### src/rtl/dmareq_pkg.sv
package dmareq_pkg;
  localparam int unsigned SEL_W = 3;

  typedef enum logic [SEL_W-1:0] {
    TRIG_EIGHTH  = 3'd0,
    TRIG_QUARTER = 3'd1,
    TRIG_HALF    = 3'd2,
    TRIG_3QUART  = 3'd3,
    TRIG_7EIGHTH = 3'd4
  } trig_sel_e;

  // Trigger level in eighths of the FIFO depth for a select code.
  function automatic int unsigned sel_eighths(logic [SEL_W-1:0] sel);
    case (sel)
      TRIG_EIGHTH:  return 1;
      TRIG_QUARTER: return 2;
      TRIG_HALF:    return 4;
      TRIG_3QUART:  return 6;
      default:      return 7;
    endcase
  endfunction
endpackage

### src/rtl/dmareq_level.sv
module dmareq_level
  import dmareq_pkg::*;
#(
  parameter int unsigned DEPTH       = 16,
  parameter bit          FIXED_LEVEL = 1'b0,
  parameter int unsigned FIXED_VAL   = 4,
  localparam int unsigned CW         = $clog2(DEPTH) + 1
) (
  input  logic [SEL_W-1:0] sel,
  output logic [CW-1:0]    level
);
  generate
    if (FIXED_LEVEL) begin : g_fixed
      logic unused_sel;
      assign unused_sel = ^sel;
      assign level      = CW'(FIXED_VAL);
    end else begin : g_cfg
      always_comb begin
        level = CW'((DEPTH * sel_eighths(sel)) / 8);
      end
    end
  endgenerate
endmodule

### src/rtl/dmareq_dir.sv
module dmareq_dir #(
  parameter int unsigned DEPTH = 16,
  parameter bit          IS_TX = 1'b1,
  localparam int unsigned CW   = $clog2(DEPTH) + 1
) (
  input  logic          clk,
  input  logic          rst_n,
  input  logic          en,
  input  logic [CW-1:0] count,
  input  logic [CW-1:0] level,
  output logic          single_q,
  output logic          burst_q
);
  localparam logic [CW-1:0] FULL = CW'(DEPTH);

  logic [CW-1:0] cnt_c;
  logic [CW-1:0] metric;
  logic          single_d;
  logic          burst_d;

  assign cnt_c = (count > FULL) ? FULL : count;

  generate
    if (IS_TX) begin : g_tx
      assign single_d = cnt_c < FULL;
      assign metric   = FULL - cnt_c;
    end else begin : g_rx
      assign single_d = cnt_c != '0;
      assign metric   = cnt_c;
    end
  endgenerate

  assign burst_d = metric >= level;

  always_ff @(posedge clk) begin
    if (!rst_n) begin
      single_q <= 1'b0;
      burst_q  <= 1'b0;
    end else begin
      single_q <= en & single_d;
      burst_q  <= en & burst_d;
    end
  end
endmodule

### src/rtl/dmareq_top.sv
module dmareq_top
  import dmareq_pkg::*;
#(
  parameter int unsigned DEPTH       = 16,
  parameter bit          FIXED_LEVEL = 1'b0,
  localparam int unsigned CW         = $clog2(DEPTH) + 1
) (
  input  logic             clk,
  input  logic             rst_n,
  input  logic [CW-1:0]    tx_count,
  input  logic [CW-1:0]    rx_count,
  input  logic             tx_dma_en,
  input  logic             rx_dma_en,
  input  logic [SEL_W-1:0] tx_trig_sel,
  input  logic [SEL_W-1:0] rx_trig_sel,
  output logic             tx_single_req,
  output logic             tx_burst_req,
  output logic             rx_single_req,
  output logic             rx_burst_req
);
  logic [CW-1:0] tx_level;
  logic [CW-1:0] rx_level;

  dmareq_level #(.DEPTH(DEPTH), .FIXED_LEVEL(FIXED_LEVEL)) u_tx_lvl (
    .sel   (tx_trig_sel),
    .level (tx_level)
  );

  dmareq_level #(.DEPTH(DEPTH), .FIXED_LEVEL(FIXED_LEVEL)) u_rx_lvl (
    .sel   (rx_trig_sel),
    .level (rx_level)
  );

  dmareq_dir #(.DEPTH(DEPTH), .IS_TX(1'b1)) u_tx (
    .clk      (clk),
    .rst_n    (rst_n),
    .en       (tx_dma_en),
    .count    (tx_count),
    .level    (tx_level),
    .single_q (tx_single_req),
    .burst_q  (tx_burst_req)
  );

  dmareq_dir #(.DEPTH(DEPTH), .IS_TX(1'b0)) u_rx (
    .clk      (clk),
    .rst_n    (rst_n),
    .en       (rx_dma_en),
    .count    (rx_count),
    .level    (rx_level),
    .single_q (rx_single_req),
    .burst_q  (rx_burst_req)
  );
endmodule

### config.mk
export PLATFORM = sky130hd
export DESIGN_NAME = dmareq_top
export DESIGN_NICKNAME = d
export VERILOG_FILES = /design/src/rtl/dmareq_pkg.sv /design/src/rtl/dmareq_level.sv /design/src/rtl/dmareq_dir.sv /design/src/rtl/dmareq_top.sv
export SDC_FILE = /design/constraint.sdc
export NUM_CORES = 1
export LEC_CHECK = 0
export CORE_AREA = 2 2 39 41
export CTS_CLUSTER_DIAMETER = 80
export CTS_CLUSTER_SIZE = 8
export DETAILED_ROUTE_END_ITERATION = 8
export DIE_AREA = 0 0 41 43
export DONT_BUFFER_PORTS = 1
export PLACE_DENSITY_LB_ADDON = 0.05
export SYNTH_ARGS = -nofsm -noshare
export SYNTH_HDL_FRONTEND = slang
export SYNTH_HIERARCHICAL = 1
export SYNTH_SLANG_ARGS = --single-unit
export TNS_END_PERCENT = 1
### constraint.sdc
create_clock -name clk -period 3.5 [get_ports clk]
set_input_delay 1.05 -clock clk [delete_from_list [all_inputs] [get_ports clk]]
set_output_delay 1.05 -clock clk [all_outputs]
set_load 0.01 [all_outputs]
Yosys cells after proc, flatten, opt, wreduce, memory -nomap -nowiden --
Index checks and enable logic that the tools add are counted.
Word-level totals: input port bits 20, bits in registers 4
Operators by class: add/sub/neg operators 1, mux-type cells 4, eq/ne operators 6, $lt $le $gt $ge 5, reductions and logical operators 3, bitwise operators 4
Operator list (number):
- $pmux W3 S4 | 2
- $eq A3 B2 Y1 const B | 4
- $ge A5 B4 Y1 | 2
- $gt A5 B5 Y1 const B | 2
- $mux W5 | 2
- $eq A3 B1 Y1 const B | 2
- $logic_not A3 Y1 | 2
- $lt A5 B5 Y1 const B | 1
- $reduce_bool A5 Y1 | 1
- $sub A5 B5 Y5 const A | 1
- $and A1 B1 Y1 | 4

Depth between registers and ports, before layout --
Gate-level depths: netlist of the first run.
depth after elaboration 5, mapped depth 8

Cells and area by module --
Netlist of the first run, hierarchy kept.
By module, submodules not included:
- dmareq_dir (u_tx) | times used 1, area an instance 267.8 um^2, seq. area each 40.0 um^2, cells an instance 32
- dmareq_dir (u_rx) | times used 1, area an instance 203.9 um^2, seq. area each 40.0 um^2, cells an instance 24
- dmareq_level | times used 2, area an instance 38.8 um^2, seq. area each 0.0 um^2, cells an instance 6

Worst setup path before layout of the first run --
No wires, ideal clock.
path kind input-to-reg, start input tx_count[4], end register u_tx.burst_q, slack 0.998 ns, path buffers 0, cell stages on the path 8, arrival 2.377 ns, cells stage by stage nand2b_1 > ha_1 > o21a_1 > ha_1 > ha_1 > a211o_1 > a21oi_2 > a221oi_2
On the way: word-level cells in the longest chain between the ends 5
Ends and longest elaborated chain:
- from (decl) | RTL line dmareq_top.sv:10 | input logic [CW-1:0] tx_count,
- $gt A5 B5 Y1 | RTL line dmareq_dir.sv:21 | assign cnt_c = (count > FULL) ? FULL : count;
- $mux W5 * | RTL line dmareq_dir.sv:21
- $sub A5 B5 Y5 * | RTL line dmareq_dir.sv:26 | assign metric = FULL - cnt_c;
- $ge A5 B4 Y1 * | RTL line dmareq_dir.sv:33 | assign burst_d = metric >= level;
- $and A1 B1 Y1 * | RTL line dmareq_dir.sv:41 | burst_q <= en & burst_d;
- to (signal assigned) | RTL line dmareq_dir.sv:41
- to (decl) | RTL line dmareq_dir.sv:12 | output logic burst_q
Mark *: on every way between the ends. The rest lies on a longest branch, timed or not. A chain may end at the register's enable or synchronous reset.

Final worst setup path of the first run --
Same ends and word-level chain as after synthesis.

==> results by group, run 1 <==
Outcome
  – Status: completed

Yosys
  – Yosys warnings: 6
  – Syn avg cell area: 8.078 um2
  – Share of the synthesized area in the top cell type: 0.2733
  – Ys async rst share: 0
  – FF+latch count, synth: 4
  – Number of flops mapped to enable cells by yosys: 0
  – Cell taking the most area after synthesis: ha_1
  – Synth area leaders: ha_1, dfxtp_1, inv_1
  – Top FF cell, synth: dfxtp_1
  – Synthesized area: 549.3 um2
  – Synth Instances: 68
  – Register area share after synthesis: 0.1458
  – Yosys cell types: 26

Die
  – Die Area: 0.001763 mm2
  – Die height: 43 um
  – Initial Util: 0.3969
  – Die Width: 41 um
  – IO Pins: 24
  – Row cnt: 14
  – CORE AREA: 0.001384 mm2

Min path
  – Hold EP: u_rx/single_q
  – Tightest Hold Check Type: in2reg
  – Cell depth of the worst hold path: 1
  – Hold path startpoint: rx_dma_en

Cells and area
  – Fill cells: 157
  – Area occupied by registers: 80.08 um2
  – Nets: 102
  – Synthesis-to-finish area growth: 2.961%
  – Number of diodes: 0
  – Fin area: 565.5 um2
  – Layout cells sized above 1: 0.08824
  – Area occupied by multi-input gates: 401.6 um2

STA
  – Setup WS post-layout: 1186 ps
  – F_max: 432.2 MHz
  – Pins over their slew limit: 0
  – Hold WS: 946.6 ps
  – # setup viols final: 0
  – Crit path time final: 2314 ps
  – Final Cycle Share: 0.6610
  – Setup_tns: 0 ps
  – RSZ-0062 raised after global routing: false
  – Hold Fails Final Rpt: 0

Global routing
  – GR Util All Layers: 0.1365
  – First-pass GRT wire length: 1566 um
  – GRT Residual Overflow: 0
  – Via count of the first global-routing pass: 458
  – Initial antenna violation count: 0
  – Largest net degree at the start of global routing: 7

Clock tree
  – CTS Hold Bufs: 0
  – Clock Pin Slew Worst Setup and Hold Paths: 40 ps
  – CTS Root Cell: clkbuf_4
  – Setup Fix Bufs, Post-CTS: 0
  – Clock buffer depth: 2
  – Post-CTS Resized: 0
  – H-tree levels: 1
  – CTS tree: done
  – TritonCTS Buffers: 3
  – Clk sinks: 4

Drt
  – Vias: 432
  – Post-DR wirelength/cell: 11.25 um
  – DR DRC count: 0
  – Drt pass-1 iters: 4
  – Wirelength, routed: 945 um
  – Starting DRC count in detailed routing: 5
  – Antenna Violating Nets Remaining: 0
  – Vias per inst: 5.143

Placement
  – IO Port Bufs: 0
  – DP Area: 543.0 um2
  – Pre-CTS setup slack: 923.0 ps
  – GPL Wtd Cong: 0.5965
  – DP HPWL: 853.8 um

Power
  – Clock power share: 0.386
  – Sw Pwr: 0.00004587 W
  – Power density over the cells: 275.8 mW/mm2
  – Combinational share of power: 0.290
  – Peak VDD IR: 0.1280 mV
  – Flop pwr share: 0.323
  – Sw Share: 0.2941
  – Internal Power: 0.0001101 W
  – Leakage: 0.2801 nW

Worst setup path
  – Worst endpoint data arrival time: 2430 ps
  – CP Data Required Time: 3620 ps
  – Crit Path Class: in2reg
  – Worst Setup SP: tx_count[4]
  – Critical path fanouts, max: 6
  – CP Launch Type: input pin
  – CP Capture Type: flip-flop

Flow run
  – Max Cap Viol: 0
## layout by cell type, fill, tap and decap left out, drive strengths merged, types with 2 or more instances in the layout
master / n
or2: 4
o21a: 2
ha: 12
nand2b: 2
dfxtp: 4
o21bai: 2
o211ai: 3
nor2b: 4
clkbuf: 3
nor2: 3
nand2: 2
inv: 11
conb: 4
## area by class of cell
| type | count | share of cell area |
|---|---|---|
| flip-flops and latches | 4 | 0.1416 |
| inverters | 11 | 0.07301 |
| clock buffers | 3 | 0.03982 |
| well taps | 16 | 0.03540 |
| multi-input cells | 50 | 0.7102 |
## power groups by stage
stage	logic (W)	clock network (W)	registers, W
global placement	0.0000466	0	0.0000512
floorplan	0.0000421	0	0.0000509
global route	0.0000531	0.0000692	0.0000506
detailed placement	0.0000461	0	0.0000513
finish	0.0000453	0.0000602	0.0000504
CTS	0.0000464	0.0000643	0.0000505
## sequential cells by signal, summed over array words and instances, names as in the netlist
name,flops
u_rx/burst_q,1
u_rx/single_q,1
u_tx/burst_q,1
u_tx/single_q,1
## routing by layer
layer	GRT usage	routed length (um)
met1	0.1061	332
met2	0.2438	503
met3	0.08377	109
met4	0.06000	0
met5	0	0
## cell usage after synthesis (3+ instances only)
| cell | count |
|---|---|
| ha_1 | 12 |
| inv_1 | 11 |
| buf_4 | 4 |
| dfxtp_1 | 4 |
| nor2b_1 | 4 |
| or2_1 | 4 |
| nor2_1 | 3 |
| o211ai_1 | 3 |
## kinds of logic after synthesis
| group | Yosys count | synth area share |
|---|---|---|
| AO/OA/AOI/OAI | 14 | 0.2073 |
| XOR/XNOR | 2 | 0.03190 |
| adder cells (fa/ha/maj) | 12 | 0.2733 |
| buffers and inverters | 16 | 0.1367 |
| flip-flops | 4 | 0.1458 |
| other | 2 | 0.01367 |
| AND/OR/NAND/NOR | 18 | 0.1913 |
## worst max path at each step
stage / slack [ps] / depth (start not counted) / to
6_report: 1190 / 8 / u_tx/burst_q
5_1_grt: 1120 / 8 / u_tx/burst_q
4_1_cts: 1180 / 8 / u_tx/burst_q
3_5_place_dp: 920 / 8 / u_tx/burst_q
3_3_place_gp: 950 / 8 / u_tx/burst_q
2_1_floorplan: 1000 / 8 / u_tx/burst_q
## worst max-delay path, stage by stage
cell,delay (ps)
nand2b_1,140
ha_1,210
o21a_1,110
ha_1,270
ha_1,200
a211o_1,280
a21oi_2,110
a221oi_2,60
## metrics by stage
step	util	total power, W	cells
finish	0.4087	0.0001560	84
floorplan	-	0.00009299	70
global route	0.4087	0.0001729	84
CTS	0.4087	0.0001612	84
global placement	0.3924	0.00009774	81
detailed placement	0.3924	0.00009733	81
Note: power is estimated with default switching activity, not from simulation.
==> run 2: changes to the inputs <==
--- a/config.mk
+++ b/config.mk
@@ -5,6 +5,7 @@
 export SDC_FILE = /design/constraint.sdc
 export NUM_CORES = 1
 export LEC_CHECK = 0
+export ABC_AREA = 1
 export CORE_AREA = 2 2 39 41
 export CTS_CLUSTER_DIAMETER = 80
 export CTS_CLUSTER_SIZE = 8
==> constraint.sdc (replaced) <==
create_clock -name clk -period 2.2 [get_ports clk]
set_input_delay 0.66 -clock clk [delete_from_list [all_inputs] [get_ports clk]]
set_output_delay 0.66 -clock clk [all_outputs]
set_load 0.01 [all_outputs]
==> run 2 against run 1 <==
Synthesized cell count increased by 53%; worst setup slack lost 1000 ps; clock power is 48% higher; largest power group unchanged; combinational power grew 87%; final area up 18%; worst hold slack got worse by 400 ps; power up 63%.
==> results by group, run 2 <==
Die
  – Die Width: 41 um
  – Die Area: 0.001763 mm2
  – Die height: 43 um
  – CORE AREA: 0.001384 mm2
  – Row cnt: 14
  – IO Pins: 24
  – Initial Util: 0.4503

Yosys
  – Number of flops mapped to enable cells by yosys: 0
  – Synth cell count leaders: nand2_1, inv_1, ha_1, nor2_1
  – Syn avg cell area: 5.991 um2
  – Cell taking the most area after synthesis: ha_1
  – Synth area leaders: ha_1, nand2_1, inv_1
  – Top FF cell, synth: dfxtp_1
  – Synth Instances: 104
  – Yosys cell types: 17
  – Most frequent cell after synthesis: nand2_1
  – Share of the synthesized area in the top cell type: 0.2410
  – Ys async rst share: 0
  – Yosys warnings: 6
  – Register area share after synthesis: 0.1285
  – Synthesized area: 623.1 um2
  – FF+latch count, synth: 4

Worst setup path
  – CP top delay family: adder cells
  – CP Data Required Time: 2380 ps
  – Critical path fanouts, max: 3
  – Slowest stage cell, crit path: ha_1
  – CP Capture Type: flip-flop
  – Critical path depth: 15
  – Max stage delay on crit path: 300 ps
  – CP Launch Type: input pin
  – Top cell by count, worst path: nand2_1
  – Worst endpoint data arrival time: 2230 ps
  – Crit path cell chain: nor2_1 > nand2_2 > nand2_2 > nand2_1 > ha_1 > nand2_1 > inv_1 > ha_1 > ha_4 > nand2_1 > nor2_1 > nand2_1 > nand3_1 > nand2_1 > inv_1
  – Buffers & Inverters on Critical Path: 2
  – Crit Path Class: in2reg

Clock tree
  – TritonCTS Buffers: 3
  – Setup Fix Bufs, Post-CTS: 0
  – Clock buffer depth: 2
  – CTS Hold Bufs: 0
  – CTS tree: done
  – Clk sinks: 4
  – Post-CTS Resized: 0
  – H-tree levels: 1
  – Clock Pin Slew Worst Setup and Hold Paths: 40 ps
  – CTS Root Cell: clkbuf_4

Drt
  – Wirelength, routed: 964 um
  – Antenna Violating Nets Remaining: 0
  – Vias: 540
  – DR DRC count: 0
  – Starting DRC count in detailed routing: 1
  – Drt pass-1 iters: 3
  – Post-DR wirelength/cell: 7.967 um
  – Vias per inst: 4.463

Cells and area
  – Most frequent cells in the layout: nand2_1, inv_1, ha_1
  – Fill cells: 164
  – Layout cells sized above 1: 0.1048
  – Number of diodes: 0
  – Most common cell after layout, fill and taps aside: nand2_1
  – Synthesis-to-finish area growth: 7.028%
  – Nets: 139
  – Fin area: 666.9 um2

STA
  – Pins over their slew limit: 0
  – Hold WS: 550.0 ps
  – Crit path time final: 2053 ps
  – # setup viols final: 0
  – F_max: 487.1 MHz
  – RSZ-0062 raised after global routing: false
  – Final Cycle Share: 0.9332
  – Hold Fails Final Rpt: 0

Placement
  – DP Area: 624.3 um2
  – GPL Wtd Cong: 0.6396
  – DP HPWL: 892.6 um
  – IO Port Bufs: 0

Global routing
  – Via count of the first global-routing pass: 494
  – First-pass GRT wire length: 1621 um
  – Largest net degree at the start of global routing: 7
  – Initial antenna violation count: 0
  – GR Util All Layers: 0.1331
  – GRT Residual Overflow: 0

Power
  – Power density over the cells: 381.4 mW/mm2
  – Leakage: 0.4319 nW
  – Peak VDD IR: 0.2695 mV

Min path
  – Tightest Hold Check Type: in2reg
  – Cell depth of the worst hold path: 2

Outcome
  – Status: completed

Flow run
  – Max Cap Viol: 0
==> run 2: path summary, 6_finish.rpt <==
| kind | from | end |
|---|---|---|
| worst min-delay path | rx_count[4] | u_rx/single_q |
| worst max-delay path | tx_count[3] | u_tx/burst_q |
==> run 2: power by group <==
part	leakage, nW	switching, W	internal, W
combinational	0.385	0.0000455	0.0000394
clock	0.0138	0.0000282	0.0000609
sequential	0.0329	0.00000325	0.0000771
==> run 2: cell type report <==
| type | count | area, um2 | share of cell area |
|---|---|---|---|
| clock buffers | 3 | 22.52 | 0.03377 |
| inverters | 26 | 97.59 | 0.1463 |
| multi-input cells | 71 | 439.2 | 0.6585 |
| flip-flops and latches | 4 | 80.08 | 0.1201 |
| well taps | 16 | 20.02 | 0.03002 |
| repair buffers | 1 | 7.507 | 0.01126 |
==> run 2: metal layers <==
metal	GRT usage	routed length [um]	part of all wire
met3	0.06806	49	0.051
met4	0	0	0
met5	0	0	0
met2	0.2875	539	0.56
met1	0.08917	375	0.39
==> run 2: logic make-up (layout without fill, tap and decap cells) <==
kind of cell	after synthesis	after routing	synth area share
AND/OR/NAND/NOR	46	46	0.3213
buffers and inverters	31	30	0.2108
adder cells (fa/ha/maj)	12	12	0.2410
AO/OA/AOI/OAI	9	9	0.08634
flip-flops	4	4	0.1285
other	2	4	0.01205
==> run 2: stage by stage <==
stage / total power (W) / utilization / worst slack (ps) / setup TNS [ps] / std cells
after floorplan: 0.0001536 / - / 20.26 / 0 / 106
after global placement: 0.0001613 / 0.4512 / -84.85 / -84.85 / 118
after detailed placement: 0.0001631 / 0.4512 / -110.0 / -110.0 / 118
after CTS: 0.0002552 / 0.4675 / 128.7 / 0 / 121
after global routing: 0.0002901 / 0.4819 / 22.40 / 0 / 121
final: 0.0002544 / 0.4819 / 146.9 / 0 / 121
==> run 3: changes to the inputs <==
==> constraint.sdc (replaced) <==
create_clock -name clk -period 1.8 [get_ports clk]
set_input_delay 0.54 -clock clk [delete_from_list [all_inputs] [get_ports clk]]
set_output_delay 0.54 -clock clk [all_outputs]
set_load 0.01 [all_outputs]
==> run 3 against run 2 <==
Combinational power rose by 66%; cell count rose by 5.8%; first-iteration DRC count rose to 5.0 times the previous value; die area did not move; critical path depth did not move; clock power rose by 23%; utilization rose by 8.4 points; sequential power rose by 22%; power rose by 37%; critical endpoint unchanged; largest power group is now combinational logic.
==> results by group, run 3 (synthesized netlist as in run 2, its figures left out) <==
STA
  – Crit path time final: 1766 ps
  – # setup viols final: 0
  – Setup_tns: 0 ps
  – Setup WS post-layout: 33.88 ps
  – RSZ-0062 raised after global routing: true
  – F_max: 566.2 MHz
  – Pins over their slew limit: 0
  – Hold Fails Final Rpt: 0
  – Hold WS: 428.0 ps
  – Final Cycle Share: 0.9812

Global routing
  – GRT Residual Overflow: 0
  – Initial antenna violation count: 0
  – GR Util All Layers: 0.1532
  – Largest net degree at the start of global routing: 7
  – Via count of the first global-routing pass: 540
  – First-pass GRT wire length: 1849 um

Worst setup path
  – CP Launch Type: input pin
  – Crit Path Class: in2reg
  – Critical path fanouts, max: 3
  – Worst endpoint data arrival time: 1950 ps
  – CP Data Required Time: 1980 ps
  – CP Capture Type: flip-flop

Cells and area
  – Number of diodes: 0
  – Final core utilization: 0.5660
  – Synthesis-to-finish area growth: 25.70%
  – Most frequent cells in the layout: inv_1, nand2_1, ha_1
  – Layout cells sized above 1: 0.2679
  – Nets: 146

Clock tree
  – CTS Root Cell: clkbuf_4
  – TritonCTS Buffers: 3
  – Clock Pin Slew Worst Setup and Hold Paths: 40 ps
  – CTS tree: done
  – Clock buffer depth: 2
  – Clk sinks: 4
  – H-tree levels: 1

Placement
  – Pre-CTS setup slack: -291.6 ps
  – DP HPWL: 903 um
  – IO Port Bufs: 0
  – GPL Wtd Cong: 0.6655

Drt
  – Wirelength, routed: 1095 um
  – Starting DRC count in detailed routing: 5
  – Post-DR wirelength/cell: 8.555 um
  – Drt pass-1 iters: 2
  – DR DRC count: 0
  – Vias per inst: 4.477
  – Antenna Violating Nets Remaining: 0
  – Vias: 573

Min path
  – Hold EP: u_rx/single_q
  – Hold path startpoint: rx_count[4]
  – Cell depth of the worst hold path: 2
  – Tightest Hold Check Type: in2reg

Die
  – Die height: 43 um
  – Die Area: 0.001763 mm2
  – Row cnt: 14
  – Die Width: 41 um
  – IO Pins: 24
  – CORE AREA: 0.001384 mm2
  – Initial Util: 0.4503

Power
  – Leakage: 0.4659 nW
  – Peak VDD IR: 0.2749 mV
  – Sw Share: 0.3087
  – Flop pwr share: 0.281
  – Clock power share: 0.316
  – Internal Power: 0.0002414 W
  – Combinational share of power: 0.403
  – Sw Pwr: 0.0001078 W
  – Power density over the cells: 445.9 mW/mm2

Outcome
  – Status: completed

Flow run
  – Max Cap Viol: 0
[run 3: repair_timing]
action / 4_1_cts / 5_1_grt
pin swaps: 7 / 11
hold endpoints to repair: 0 / 0
endpoints found under the setup margin: 1 / 1
setup buffers: 3 / 1
resized for setup: 1 / 11
hold buffers: 0 / 0
gates cloned: 0 / 0
[run 3: how the worst max path moves through the flow]
stage	depth (start not counted)	end	start	slack, ps
6_report	15	u_tx/burst_q	tx_count[3]	30
5_1_grt	15	u_tx/burst_q	tx_count[1]	-50
4_1_cts	15	u_tx/burst_q	tx_count[0]	-30
3_5_place_dp	15	u_tx/burst_q	tx_count[0]	-290
3_3_place_gp	15	u_tx/burst_q	tx_count[0]	-250
2_1_floorplan	15	u_tx/burst_q	tx_count[0]	-210
[run 3: power groups by stage]
stage               Clock [W]  Combinational [W]  Sequential, W
finish               0.000110           0.000141      0.0000982
global route         0.000129           0.000168      0.0000988
CTS                  0.000117           0.000116      0.0000983
detailed placement          0           0.000109      0.0000997
global placement            0           0.000107      0.0000997
floorplan                   0          0.0000929      0.0000993
[run 3: per-stage QoR]
stage                     cells  cell area [um2]  power [W]
after floorplan             106            655.6  0.0001922
final                       128            783.3  0.0003493
after detailed placement    121            671.9  0.0002088
after global placement      121            671.9  0.0002067
after global routing        128            783.3  0.0003951
after CTS                   127            721.9  0.0003310
[run 3: area by class of cell]
type | instances | area [um2]
sequential | 4 | 80.08
clock buffer | 3 | 22.52
fill | 153 | 600.6
timing repair buffer | 8 | 63.81
multi-input combinational | 71 | 499.2
inverter | 26 | 97.59
tap | 16 | 20.02
[run 3: layer usage]
layer | global-route usage | share of wire | vias to the layer above
met1 | 0.1401 | 0.36 | 239
met4 | 0.04000 | 0 | 0
met5 | 0 | 0 | -
met2 | 0.2781 | 0.56 | 17
li1 | - | - | 317
met3 | 0.07330 | 0.079 | 0
[run 3: worst max-delay path: stages]
cell and delay [ps]:
nor2_4 90, nand2_2 70, nand2_2 70, nand2_2 70
ha_4 160, nand2_1 70, inv_2 40, ha_4 210
ha_4 260, nand2_2 40, nor2_1 90, nand2_1 60
nand3_1 70, nand2_1 50, inv_1 40
